## config.mk

```make
export PLATFORM = sky130hd
export DESIGN_NAME = sar_conv_seq
export DESIGN_NICKNAME = d
export VERILOG_FILES = /design/src/rtl/sar_seq_pkg.sv /design/src/rtl/sar_step_cnt.sv /design/src/rtl/sar_trk_timer.sv /design/src/rtl/sar_seq_ctrl.sv /design/src/rtl/sar_conv_seq.sv
export SDC_FILE = /design/constraint.sdc
export NUM_CORES = 1
export LEC_CHECK = 0
export ABC_AREA = 1
export BUFFER_PORTS_ARGS = -buffer_cell sky130_fd_sc_hd__clkbuf_2
export CAP_MARGIN = 20
export CORE_MARGIN = 5
export CORE_UTILIZATION = 50
export CTS_BUF_LIST = sky130_fd_sc_hd__clkbuf_4 sky130_fd_sc_hd__clkbuf_8
export CTS_CLUSTER_DIAMETER = 80
export DETAILED_ROUTE_END_ITERATION = 10
export PLACE_DENSITY = 0.75
export SYNTH_ARGS = -nofsm -noshare
export SYNTH_HDL_FRONTEND = slang
export SYNTH_SLANG_ARGS = --single-unit
```

## constraint.sdc

```tcl
create_clock -name clk_i -period 3.2 [get_ports clk_i]
set_input_delay 0.96 -clock clk_i [delete_from_list [all_inputs] [get_ports clk_i]]
set_output_delay 0.96 -clock clk_i [all_outputs]
set_load 0.01 [all_outputs]
```

## src/rtl/sar_seq_pkg.sv

```systemverilog
package sar_seq_pkg;
  typedef enum logic [2:0] {
    ST_OFF,
    ST_TRACK,
    ST_READY,
    ST_DELAY,
    ST_CONV
  } seq_state_e;

  localparam int unsigned CONV_TICKS = 11;
  localparam int unsigned START_STEPS = 2;
endpackage

```

## src/rtl/sar_step_cnt.sv

```systemverilog
module sar_step_cnt #(
  parameter int unsigned LIMIT = 11
) (
  input  logic clk_i,
  input  logic rst_ni,
  input  logic run_i,
  input  logic step_i,
  output logic last_o
);
  localparam int unsigned CW = $clog2(LIMIT + 1);

  logic [CW-1:0] cnt_q;

  assign last_o = run_i && step_i && (cnt_q == CW'(LIMIT - 1));

  always_ff @(posedge clk_i or negedge rst_ni) begin
    if (!rst_ni)                cnt_q <= '0;
    else if (!run_i || last_o)  cnt_q <= '0;
    else if (step_i)            cnt_q <= cnt_q + 1'b1;
  end
endmodule

```

## src/rtl/sar_trk_timer.sv

```systemverilog
module sar_trk_timer #(
  parameter int unsigned TW      = 4,
  parameter int unsigned MIN_CYC = 100
) (
  input  logic          clk_i,
  input  logic          rst_ni,
  input  logic          run_i,
  input  logic          tick_i,
  input  logic          diff_i,
  input  logic [TW-1:0] trk_i,
  output logic          done_o
);
  localparam int unsigned CW = TW + 2;
  localparam int unsigned MW = $clog2(MIN_CYC + 1);

  logic [CW-1:0] need, tcnt_q, tcnt_nxt;
  logic [MW-1:0] mcnt_q, mcnt_nxt;

  always_comb begin
    need     = diff_i ? (CW'({trk_i, 1'b0}) + CW'(3)) : (CW'(trk_i) + CW'(1));
    tcnt_nxt = (tick_i && tcnt_q != '1) ? tcnt_q + 1'b1 : tcnt_q;
    mcnt_nxt = (mcnt_q != MW'(MIN_CYC)) ? mcnt_q + 1'b1 : mcnt_q;
  end

  // tick and absolute-time conditions both cover the current cycle
  assign done_o = run_i && (tcnt_nxt >= need) && (diff_i || mcnt_nxt == MW'(MIN_CYC));

  always_ff @(posedge clk_i or negedge rst_ni) begin
    if (!rst_ni) begin
      tcnt_q <= '0;
      mcnt_q <= '0;
    end else if (!run_i || done_o) begin
      tcnt_q <= '0;
      mcnt_q <= '0;
    end else begin
      tcnt_q <= tcnt_nxt;
      mcnt_q <= mcnt_nxt;
    end
  end
endmodule

```

## src/rtl/sar_seq_ctrl.sv

```systemverilog
module sar_seq_ctrl
  import sar_seq_pkg::*;
#(
  parameter int unsigned TW = 4
) (
  input  logic          clk_i,
  input  logic          rst_ni,
  input  logic          enable_i,
  input  logic          start_set_i,
  input  logic          free_run_i,
  input  logic          diff_i,
  input  logic [TW-1:0] trk_cfg_i,
  input  logic          trk_done_i,
  input  logic          dly_last_i,
  input  logic          conv_last_i,
  output logic          trk_run_o,
  output logic          dly_run_o,
  output logic          conv_run_o,
  output logic          complete_o,
  output logic          start_o,
  output logic          sample_o,
  output logic          diff_o,
  output logic [TW-1:0] trk_o
);
  seq_state_e    state_q, state_d;
  logic          start_q, cont_q, free_q, diff_q, sample_q, accept;
  logic [TW-1:0] trk_q;
  logic          req;

  assign req = start_q || start_set_i;

  always_comb begin
    state_d = state_q;
    accept  = 1'b0;
    unique case (state_q)
      ST_OFF:   state_d = ST_TRACK;
      ST_TRACK: if (trk_done_i) begin
                  if (cont_q)   state_d = ST_CONV;
                  else if (req) begin state_d = ST_DELAY; accept = 1'b1; end
                  else          state_d = ST_READY;
                end
      ST_READY: if (req) begin state_d = ST_DELAY; accept = 1'b1; end
      ST_DELAY: if (dly_last_i)  state_d = ST_CONV;
      ST_CONV:  if (conv_last_i) state_d = ST_TRACK;
      default:  state_d = ST_OFF;
    endcase
    if (!enable_i) begin
      state_d = ST_OFF;
      accept  = 1'b0;
    end
  end

  assign complete_o = enable_i && state_q == ST_CONV && conv_last_i;

  always_ff @(posedge clk_i or negedge rst_ni) begin
    if (!rst_ni) begin
      state_q  <= ST_OFF;
      start_q  <= 1'b0;
      cont_q   <= 1'b0;
      free_q   <= 1'b0;
      diff_q   <= 1'b0;
      trk_q    <= '0;
      sample_q <= 1'b0;
    end else begin
      state_q  <= state_d;
      sample_q <= state_d == ST_CONV && state_q != ST_CONV;
      if (!enable_i)                  start_q <= 1'b0;
      else if (complete_o && !free_q) start_q <= 1'b0;
      else if (start_set_i)           start_q <= 1'b1;
      if (!enable_i)       cont_q <= 1'b0;
      else if (complete_o) cont_q <= free_q;
      if ((state_q == ST_OFF && enable_i) || accept) begin
        free_q <= free_run_i;
        diff_q <= diff_i;
        trk_q  <= trk_cfg_i;
      end
    end
  end

  assign trk_run_o  = state_q == ST_TRACK;
  assign dly_run_o  = state_q == ST_DELAY;
  assign conv_run_o = state_q == ST_CONV;
  assign start_o    = start_q;
  assign sample_o   = sample_q;
  assign diff_o     = diff_q;
  assign trk_o      = trk_q;


  off_idle_chk: assert property (@(posedge clk_i) disable iff (!rst_ni)
    !enable_i |=> state_q == ST_OFF && !start_q);

  sample_pulse_chk: assert property (@(posedge clk_i) disable iff (!rst_ni)
    sample_q |=> !sample_q);

  sample_in_conv_chk: assert property (@(posedge clk_i) disable iff (!rst_ni)
    sample_q |-> state_q == ST_CONV);

  single_clear_chk: assert property (@(posedge clk_i) disable iff (!rst_ni)
    complete_o && !free_q |=> !start_q);

  free_keep_chk: assert property (@(posedge clk_i) disable iff (!rst_ni)
    complete_o && free_q |=> start_q);

  track_hold_chk: assert property (@(posedge clk_i) disable iff (!rst_ni)
    enable_i && state_q == ST_TRACK && !trk_done_i |=> state_q == ST_TRACK);

  cfg_hold_chk: assert property (@(posedge clk_i) disable iff (!rst_ni)
    (state_q == ST_DELAY || state_q == ST_CONV) |=> $stable(free_q) && $stable(diff_q) && $stable(trk_q));
endmodule

```

## src/rtl/sar_conv_seq.sv

```systemverilog
module sar_conv_seq
  import sar_seq_pkg::*;
#(
  parameter int unsigned DW      = 10,
  parameter int unsigned TW      = 4,
  parameter int unsigned CLK_MHZ = 200,
  parameter int unsigned MIN_NS  = 500
) (
  input  logic          clk_i,
  input  logic          rst_ni,
  input  logic          adc_tick_i,
  input  logic          enable_i,
  input  logic          start_set_i,
  input  logic          free_run_i,
  input  logic          diff_i,
  input  logic [TW-1:0] trk_cfg_i,
  input  logic          flag_clr_i,
  input  logic [DW-1:0] conv_data_i,
  output logic          start_o,
  output logic          tracking_o,
  output logic          sample_o,
  output logic          busy_o,
  output logic          flag_o,
  output logic [DW-1:0] result_o
);
  localparam int unsigned MIN_CYC = (MIN_NS * CLK_MHZ + 999) / 1000;

  logic          trk_run, dly_run, conv_run, complete;
  logic          trk_done, dly_last, conv_last, diff_l;
  logic [TW-1:0] trk_l;
  logic          flag_q;
  logic [DW-1:0] result_q;

  sar_seq_ctrl #(.TW(TW)) u_ctrl (
    .clk_i, .rst_ni, .enable_i, .start_set_i, .free_run_i, .diff_i, .trk_cfg_i,
    .trk_done_i(trk_done), .dly_last_i(dly_last), .conv_last_i(conv_last),
    .trk_run_o(trk_run), .dly_run_o(dly_run), .conv_run_o(conv_run),
    .complete_o(complete), .start_o, .sample_o, .diff_o(diff_l), .trk_o(trk_l)
  );

  sar_trk_timer #(.TW(TW), .MIN_CYC(MIN_CYC)) u_trk (
    .clk_i, .rst_ni, .run_i(trk_run), .tick_i(adc_tick_i),
    .diff_i(diff_l), .trk_i(trk_l), .done_o(trk_done)
  );

  // start delay steps on CPU cycles (single-ended) or ADC ticks (differential)
  sar_step_cnt #(.LIMIT(START_STEPS)) u_dly (
    .clk_i, .rst_ni, .run_i(dly_run), .step_i(diff_l ? adc_tick_i : 1'b1), .last_o(dly_last)
  );

  sar_step_cnt #(.LIMIT(CONV_TICKS)) u_conv (
    .clk_i, .rst_ni, .run_i(conv_run), .step_i(adc_tick_i), .last_o(conv_last)
  );

  always_ff @(posedge clk_i or negedge rst_ni) begin
    if (!rst_ni) begin
      flag_q   <= 1'b0;
      result_q <= '0;
    end else if (complete) begin
      flag_q   <= 1'b1;
      result_q <= conv_data_i;
    end else if (flag_clr_i) begin
      flag_q   <= 1'b0;
    end
  end

  assign tracking_o = trk_run;
  assign busy_o     = conv_run;
  assign flag_o     = flag_q;
  assign result_o   = result_q;


  complete_load_chk: assert property (@(posedge clk_i) disable iff (!rst_ni)
    complete |=> flag_o && result_o == $past(conv_data_i));

  flag_clear_chk: assert property (@(posedge clk_i) disable iff (!rst_ni)
    flag_clr_i && !complete |=> !flag_o);

  abort_keep_chk: assert property (@(posedge clk_i) disable iff (!rst_ni)
    !enable_i |=> $stable(result_o) && !busy_o && !tracking_o);
endmodule

```

# Word level (Yosys, flattened, before mapping)
# Index checks and enable logic that the tools add are counted.
# W data, S select, Z words.
[classes] add_sub_neg=6 n_mul=0 n_div=0 n_lt_le_gt_ge=1 eq_ne=13 shift=0 mux=30 bitwise=0 n_reduce_logical=26
[op_table] op="$mux W3" count=6
[op_table] op="$mux W6" count=3
[op_table] op="$pmux W3 S5" count=1
[op_table] op="$mux W7" count=2
[op_table] op="$mux W1" count=13
[op_table] op="$logic_and A1 B1 Y1" count=12
[op_table] op="$mux W4" count=2
[op_table] op="$add A7 B1 Y7 const B" count=1
[op_table] op="$eq A7 B7 Y1 const B" count=1
[op_table] op="$ne A7 B7 Y1 const B" count=1
[op_table] op="$add A5 B2 Y6 const B" count=1
[op_table] op="$add A6 B1 Y6 const B" count=1
[op_table] op="$eq A3 B2 Y1 const B" count=2
[op_table] op="$eq A3 B3 Y1 const B" count=2
[op_table] op="$ge A6 B6 Y1" count=1
[op_table] op="$logic_or A1 B1 Y1" count=6
[op_table] op="$ne A6 B6 Y1 const B" count=1
[op_table] op="$reduce_bool A2 Y1" count=3
[op_table] op="$add A4 B1 Y5 const B" count=1
[op_table] op="$add A4 B1 Y4 const B" count=1
[op_table] op="$eq A4 B4 Y1 const B" count=1
[op_table] op="$logic_not A1 Y1" count=4
[op_table] op="$mux W2" count=2
[op_table] op="$eq A3 B1 Y1 const B" count=1
[op_table] op="other kinds (7)" count=7
[totals] ff_bits=42 latchBits=0 ram_bits=0 romBits=0 input_bits=22 output_inout_bits=15 wordCells=89 memories=0

# Longest topological paths before layout
# Gate-level depths: netlist (run 1).
[logic_depth] ltp_word=11 mapped_depth=18 ltp_nobuf=18

# Cells and area by module
# From an unflattened synthesis (run 1), not the netlist that was laid out.
[unflattened] cells_unflattened=325 area_unflattened_um2=2429.8
[by_module_without_submodules] module="sar_trk_timer" instances=1 cells_each=146 area_each_um2=1024.7 seq_area_each_um2=325.3
[by_module_without_submodules] module="sar_seq_ctrl" instances=1 cells_each=77 area_each_um2=599.3 seq_area_each_um2=300.3
[by_module_without_submodules] module="sar_conv_seq" instances=1 cells_each=49 area_each_um2=429.2 seq_area_each_um2=275.3
[by_module_without_submodules] module="sar_step_cnt at u_conv" instances=1 cells_each=35 area_each_um2=254.0 seq_area_each_um2=100.1
[by_module_without_submodules] module="sar_step_cnt at u_dly" instances=1 cells_each=18 area_each_um2=122.6 seq_area_each_um2=50.0

# Worst setup path before layout (run 1)
# No wires, ideal clock.
[synth_timing] kind="input to register" from="input adc_tick_i" to="register u_ctrl.diff_q (netlist: u_ctrl.diff_o)" setup_ps=117 arrival_ps=3063 required_time_ps=3083 slack_ps=20 cell_stages=17 path_buffers=1 cell_sequence="buf_2 -> o31ai_1 -> inv_1 -> nand4_1 -> or2_2 -> xor2_1 -> inv_1 -> ha_1 -> nand2_1 -> nor2_1 -> nor2_1 -> a31oi_1 -> nand3_2 -> nand3_4 -> nand2_4 -> nand2_1 -> nand2_1"
[synth_via] elab_chain_cells=9
[synth_rtl] item="from (decl)" line="sar_conv_seq.sv:11" rtl="input logic adc_tick_i,"
[synth_rtl] item="$logic_and A1 B1 Y1" line="sar_trk_timer.sv:21" rtl="tcnt_nxt = (tick_i && tcnt_q != '1) ? tcnt_q + 1'b1 : tcnt_q;"
[synth_rtl] item="$mux W6" line="sar_trk_timer.sv:21"
[synth_rtl] item="$ge A6 B6 Y1" line="sar_trk_timer.sv:26" rtl="assign done_o = run_i && (tcnt_nxt >= need) && (diff_i || mcnt_nxt == MW'(MIN_CYC));"
[synth_rtl] item="$logic_and A1 B1 Y1 (2 in series)" line="sar_trk_timer.sv:26"
[synth_rtl] item="$mux W1" line="sar_seq_ctrl.sv:37" rtl="ST_TRACK: if (trk_done_i) begin"
[synth_rtl] item="$pmux W1 S2" line="sar_seq_ctrl.sv:35" rtl="unique case (state_q)"
[synth_rtl] item="$mux W1" line="sar_seq_ctrl.sv:47" rtl="if (!enable_i) begin"
[synth_rtl] item="$logic_or A1 B1 Y1" line="sar_seq_ctrl.sv:72" rtl="if ((state_q == ST_OFF && enable_i) || accept) begin"
[synth_rtl] item="to (signal assigned)" line="sar_seq_ctrl.sv:74" rtl="diff_q <= diff_i;"
[synth_rtl] item="to (decl)" line="sar_seq_ctrl.sv:26" rtl="logic start_q, cont_q, free_q, diff_q, sample_q, accept;"
# Every way passes these cells.
# A chain may end at the register's enable or synchronous reset.

# Worst setup path in the final report (run 1)
[layout_timing] from="input adc_tick_i" to="register u_ctrl.trk_q[0] (netlist: u_ctrl.trk_o[0])"
[layout_via] elab_chain_cells=9
[layout_rtl] item="$logic_and A1 B1 Y1" line="sar_trk_timer.sv:21"
[layout_rtl] item="$mux W6" line="sar_trk_timer.sv:21"
[layout_rtl] item="$ge A6 B6 Y1" line="sar_trk_timer.sv:26"
[layout_rtl] item="$logic_and A1 B1 Y1 (2 in series)" line="sar_trk_timer.sv:26"
[layout_rtl] item="$mux W1" line="sar_seq_ctrl.sv:37"
[layout_rtl] item="$pmux W1 S2" line="sar_seq_ctrl.sv:35"
[layout_rtl] item="$mux W1" line="sar_seq_ctrl.sv:47"
[layout_rtl] item="$logic_or A1 B1 Y1" line="sar_seq_ctrl.sv:72"
[layout_rtl] item="to (signal assigned)" line="sar_seq_ctrl.sv:75" rtl="trk_q <= trk_cfg_i;"
[layout_rtl] item="to (decl)" line="sar_seq_ctrl.sv:27" rtl="logic [TW-1:0] trk_q;"
# Every way passes these cells.

==> flow_summary.json, run 1 <==
{
  "skew_ns": 0.004606,
  "via_per_inst": 5.055,
  "clock_latency_ns": 0.29,
  "final.period_utilization_pct": 90.40,
  "p_switching_uw": 356.8,
  "io_pins": 37,
  "timing.fmax_ghz": 0.3457,
  "slowest_stage": "or2_2",
  "hpwl_um": 3324,
  "power_leakage_uw": 0.001445,
  "cts_sinks": 42,
  "critPathKind": "input pin to register",
  "wl_per_cell_um": 11.74,
  "initial_core_util_pct": 52.11,
  "ys_seq_area_share_pct": 46.00,
  "ant_nets": 0,
  "first_global_vias": 1798,
  "final_cell_mix": "nand2_1 (50), dfrtp_1 (42), inv_1 (40)",
  "swShare_pct": 29.52,
  "outcome": "complete, no violations",
  "antenna_found_initial": 0,
  "final_common_cell": "nand2_1",
  "rows": 24,
  "core_um2": 4384,
  "maxSlewHeadroom_pct": 68.95,
  "grt-ovfl-total": 0,
  "area_delta_synth_final_pct": 17.14,
  "die_height_um": 77.60,
  "rsz0062_at_grt": "no",
  "clockPowerShare_pct": 29.4,
  "cts_tree": "done",
  "drive_above_1_share_pct": 22.68,
  "peakVddDrop_v": 0.0003214,
  "post_cts.repair.setup_buffers": 0,
  "grt_start_max_net_pins": 43,
  "nNetsFinal": 347,
  "pwr-share-seq_pct": 49.7,
  "grt_pass1_wl_um": 7652,
  "track_usage_pct": 15.25,
  "syn-cell-area_um2": 2285,
  "p_int_uw": 852.0,
  "n_antenna_cell": 0,
  "worst_pin_slew_ns": 0.4609,
  "slew_violations": 0,
  "globalplace.congestion": 0.8083,
  "critPathCaptureType": "register",
  "syn_avg_cell_area_um2": 8.557,
  "drt-total-wl_um": 4284,
  "drv_cap": 0,
  "pwr-share-comb_pct": 20.9,
  "yosys_warnings": 0,
  "drtIter0Drc": 73,
  "io_buffer_count": 36,
  "nFillCells": 388,
  "dieWidth_um": 77.60,
  "vias": 1845,
  "dr.pass1.iters": 4,
  "critPathMaxFanout": 7,
  "worst_path_most_repeated_cell": "nand2_1",
  "timing.hold.ws_ns": 0.4796,
  "cts-buffers-inserted": 5,
  "startpoint_type": "input pin",
  "cp_cell_sequence": "clkbuf_2, o31ai_1, inv_1, nand4_1, or2_2, xor2_1, inv_1, ha_1, nand2_1, nor2_1, o21ai_0, a31oi_2, nand3_2, nand3_4, nand2_4, nand2_1, nand2_1",
  "clock_path_buffers": 2,
  "clk_pin_slew_ns": 0.08,
  "htreeDepth": 2,
  "synth.distinct_cells": 29,
  "setup_violations": 0,
  "ys_seq_elements": 42,
  "drc": 0,
  "fin_crit_ns": 2.893,
  "die_area_um2": 6021,
  "crit_arrival_ns": 3.08,
  "clockRootBuffer": "clkbuf_8",
  "dp.cells": 356,
  "required_ns": 3.39,
  "power_uw": 1209,
  "stdcell_count": 365,
  "power_density_nw_per_um2": 451.7,
  "syn_nets": 302,
  "netlist_instances": 267,
  "finalHoldViolCount": 0,
  "worst_hold_path_type": "register to register",
  "max_stage_delay_ns": 0.29
}
[registers in the layout, summed over array words and instances, names as in the netlist]
name,cells
u_ctrl.state_q,3
u_ctrl.diff_o,1
u_trk.mcnt_q,7
u_trk.tcnt_q,6
result_o,10
u_ctrl.sample_o,1
u_ctrl.cont_q,1
u_conv.cnt_q,4
u_ctrl.free_q,1
u_dly.cnt_q,2
flag_o,1
u_ctrl.trk_o,4
u_ctrl.start_o,1
[cell type report]
class	count	area [µm²]	share of cell area, %
Timing Repair Buffer	42	250.2	9.350
Tap cell	52	65.06	2.431
Clock buffer	7	90.09	3.366
Sequential cell	42	1051	39.27
Multi-Input combinational cell	181	1065	39.78
Inverter	40	150.1	5.610
Clock inverter	1	5.005	0.1870
[cell usage after synthesis]
cell type,instances,share of area (%)
ha_1,13,7.1
xor2_1,5,1.9
nor2_1,32,5.3
nand3_2,2,0.88
o31ai_1,2,0.66
o21ai_0,13,2.8
nor3_2,1,0.44
nor2_2,1,0.27
inv_1,40,6.6
clkbuf_1,1,0.16
nand2_2,2,0.55
o21ai_1,2,0.44
a31oi_1,3,0.82
or2_2,2,0.55
xnor2_1,3,1.2
a21oi_1,5,1.1
nand2_1,50,8.2
nand4_1,7,1.9
nand3_4,1,0.77
buf_6,1,0.49
nand3b_1,1,0.33
nand2_4,1,0.49
nor3_1,3,0.66
buf_2,2,0.44
nand3_1,20,4.4
a21o_1,1,0.33
a21boi_0,1,0.33
mux2_2,10,4.9
dfrtp_1,42,46
[metal layers]
metal | part of all wire (%) | wire, µm | up-vias | GRT usage (%)
li1 | - | - | 946 | -
met1 | 47 | 1994 | 863 | 19.67
met2 | 49 | 2111 | 30 | 25.29
met3 | 2.5 | 107 | 6 | 2.778
met4 | 1.7 | 71 | 0 | 6.014
met5 | 0 | 0 | - | 0
[metrics by stage]
| step | cell area [µm²] | setup slack [ns] | setup TNS (ns) | util (%) |
|---|---|---|---|---|
| 2_1_floorplan | 2285 | 0.02030 | 0 | - |
| 3_3_place_gp | 2555 | 0.002954 | 0 | 58.28 |
| 3_5_place_dp | 2555 | -0.02918 | -0.1432 | 58.28 |
| 4_1_cts | 2650 | 0.2633 | 0 | 60.45 |
| 5_1_grt | 2676 | 0.05848 | 0 | 61.04 |
| 6_report | 2676 | 0.3072 | 0 | 61.04 |
[power groups by stage]
stage	registers, µW	clock network (µW)	logic, µW
2_1_floorplan	602	0	178
3_3_place_gp	610	0	242
3_5_place_dp	611	0	250
4_1_cts	601	365	252
5_1_grt	607	390	298
6_report	601	356	252
[logic make-up (layout without fill, tap and decap cells)]
family / after synthesis / after routing / synth area share (%)
buffers and inverters: 44 / 90 / 7.667
DFF: 42 / 42 / 46.00
muxes: 10 / 10 / 4.929
and+or+nand+nor: 123 / 123 / 24.70
xor gates and xnor gates: 8 / 8 / 3.067
AOI/OAI and AO/OA: 27 / 27 / 6.517
adders and majority gates: 13 / 13 / 7.120
[critical path, delay by kind of cell]
family / cells / cell delay [ns]
xor+xnor: 1 / 0.21
simple gates: 9 / 0.99
compound gates: 3 / 0.38
buf+inv: 3 / 0.24
fa+ha+maj: 1 / 0.29
[path summary, 6_finish.rpt]
kind | start | end | slack, ns | depth (start not counted)
worst min-delay path | u_ctrl.free_q | u_ctrl.free_q | 0.48 | 2
min in group asynchronous | rst_ni | u_conv.cnt_q[0] | 0.59 | 1
max in group asynchronous | rst_ni | result_o[7] | 2.13 | 2
worst max-delay path | adc_tick_i | u_ctrl.trk_o[0] | 0.31 | 17
worst max register to register | u_trk.tcnt_q[0] | u_ctrl.trk_o[0] | 0.34 | 18
worst min register to register | u_ctrl.free_q | u_ctrl.free_q | 0.48 | 2
[repair_timing]
action / in CTS / in global routing
gates resized for setup: 0 / 1
endpoints found under the setup margin: 0 / 7
hold buffers: 0 / 0
Power figures use the tool's default switching activity.
==> inputs of run 2 (changes only) <==
--- a/config.mk
+++ b/config.mk
@@ -6,7 +6,7 @@
 export NUM_CORES = 1
 export LEC_CHECK = 0
 export ABC_AREA = 1
-export BUFFER_PORTS_ARGS = -buffer_cell sky130_fd_sc_hd__clkbuf_2
+export BUFFER_PORTS_ARGS = -buffer_cell sky130_fd_sc_hd__buf_2
 export CAP_MARGIN = 20
 export CORE_MARGIN = 5
 export CORE_UTILIZATION = 50
==> flow_summary.json, run 2 (synthesis gave the netlist of run 1 again) <==
{
  "slowest_stage": "or2_2",
  "dp.cells": 356,
  "swShare_pct": 30.30,
  "grt_start_max_net_pins": 43,
  "dr.pass1.iters": 5,
  "die_area_um2": 6021,
  "drt-total-wl_um": 4272,
  "slew_violations": 0,
  "clockPowerShare_pct": 28.6,
  "worst-path-stages": 17,
  "critPathMaxFanout": 7,
  "first_global_vias": 1801,
  "finalHoldViolCount": 0,
  "crit_arrival_ns": 3.04,
  "startpoint_type": "input pin",
  "outcome": "complete, no violations",
  "cts_sinks": 42,
  "power_leakage_uw": 0.001440,
  "p_int_uw": 829.9,
  "dp_slack_ns": -0.01575,
  "wl_met3_um": 143,
  "worst_path_most_repeated_cell": "nand2_1",
  "p_switching_uw": 360.8,
  "clock_path_buffers": 2,
  "drive_above_1_share_pct": 22.44,
  "cts_tree": "done",
  "power_density_nw_per_um2": 449.1,
  "hpwl_um": 3311,
  "rsz0062_at_grt": "no",
  "peakVddDrop_v": 0.0002835,
  "top_layer_used": "met4",
  "die_height_um": 77.60,
  "grt-ovfl-total": 0,
  "cts-buffers-inserted": 5,
  "whs_path_depth": 2,
  "timing.fmax_ghz": 0.3508,
  "grt_pass1_wl_um": 7748,
  "ant_nets": 0,
  "cp_cell_sequence": "buf_2, o31ai_1, inv_1, nand4_1, or2_2, xor2_1, inv_1, ha_1, nand2_1, nor2_1, nor2_1, a31oi_2, nand3_2, nand3_4, nand2_4, nand2_1, nand2_1",
  "crit_family": "simple AND/OR/NAND/NOR gates",
  "critPathCaptureType": "register",
  "htreeDepth": 2,
  "io_pins": 37,
  "globalplace.congestion": 0.8106,
  "clockRootBuffer": "clkbuf_8",
  "met2WireLength_um": 2057,
  "area_delta_synth_final_pct": 16.05,
  "worst_hold_path_type": "register to register",
  "rows": 24,
  "drc": 0,
  "io_buffer_count": 36,
  "final_cell_mix": "nand2_1 (50), dfrtp_1 (42), inv_1 (40)",
  "stdcell_count": 364,
  "dieWidth_um": 77.60,
  "core_um2": 4384,
  "nNetsFinal": 346,
  "required_ns": 3.39,
  "clock_latency_ns": 0.30,
  "setup_ws_ns": 0.3491,
  "critical_path_buf_inv_count": 3,
  "setup_violations": 0,
  "worst_pin_slew_ns": 0.9175,
  "post_cts.repair.setup_buffers": 0,
  "pwr-share-seq_pct": 50.4,
  "max_stage_delay_ns": 0.29,
  "drv_cap": 0,
  "largest_reg_flops": 10,
  "wl_per_cell_um": 11.74,
  "n_antenna_cell": 0,
  "tns_ns": 0,
  "pwr-share-comb_pct": 21.0,
  "timing.hold.ws_ns": 0.4739,
  "drtIter0Drc": 69,
  "clk_pin_slew_ns": 0.08,
  "final_common_cell": "nand2_1",
  "skew_ns": 0.007754,
  "vias": 1853,
  "critPathKind": "input pin to register",
  "maxSlewHeadroom_pct": 38.83,
  "fin_crit_ns": 2.851,
  "antenna_found_initial": 0,
  "initial_core_util_pct": 52.11,
  "final.period_utilization_pct": 89.09,
  "drt-met1-wl_um": 1992,
  "reg2reg_depth": 18,
  "track_usage_pct": 15.57,
  "via_per_inst": 5.091
}
-- run 2: cell types whose count changed in the layout (fill, tap and decap cells not counted), sizes merged --
| cell | previous run | this run |
|---|---|---|
| clkbuf | 43 | 6 |
| buf | 6 | 41 |
| clkinv | 1 | 2 |
-- run 2: stage by stage --
| step | total power [µW] | utilization [%] | cell area [µm²] |
|---|---|---|---|
| 2_1_floorplan | 779.9 | - | 2285 |
| 3_3_place_gp | 852.0 | 58.28 | 2555 |
| 3_5_place_dp | 860.0 | 58.28 | 2555 |
| 4_1_cts | 1207 | 60.33 | 2645 |
| 5_1_grt | 1281 | 60.47 | 2651 |
| 6_report | 1191 | 60.47 | 2651 |
-- run 2: worst register-to-register path: cells and delay by family, from the launching register on --
kind,cells,cell delay (ns)
flops,1,0.41
xor+xnor,1,0.18
fa+ha+maj,2,0.54
simple gates,11,1.16
compound gates,2,0.31
buf+inv,2,0.14
-- run 2: final timing paths --
| kind | to | from | slack [ns] |
|---|---|---|---|
| max | u_ctrl.trk_o[3] | adc_tick_i | 0.35 |
| min | u_ctrl.free_q | u_ctrl.free_q | 0.47 |
| max reg2reg | u_ctrl.trk_o[3] | u_trk.tcnt_q[0] | 0.36 |
| min reg2reg | u_ctrl.free_q | u_ctrl.free_q | 0.47 |
| max in group asynchronous | u_ctrl.state_q[1] | rst_ni | 1.84 |
| min in group asynchronous | u_conv.cnt_q[1] | rst_ni | 0.80 |
-- run 2: final cells by class --
class	count	area (µm²)
clock buffers	6	76.32
well taps	52	65.06
clock inverters	2	13.76
flip-flops and latches	42	1051
inverters	40	150.1
multi-input cells	181	1065
repair buffers	41	230.2
fillers	374	1733
-- run 2: routing by layer --
metal / GRT usage (%) / vias to the layer above
met3: 3.819 / 9
met1: 20.49 / 861
li1: - / 949
met4: 6.014 / 0
met5: 0 / -
met2: 24.71 / 34
-- run 2: timing repair --
action,4_1_cts,5_1_grt
gates resized for setup,0,1
endpoints found under the setup margin,0,2
hold buffers,0,0
-- run 2: power groups by stage --
stage                     sequential (µW)  combinational [µW]  clock, µW
final                                 601                 249        341
after global routing                  606                 298        377
after CTS                             600                 251        356
after detailed placement              610                 250          0
after global placement                610                 242          0
after floorplan                       602                 178          0
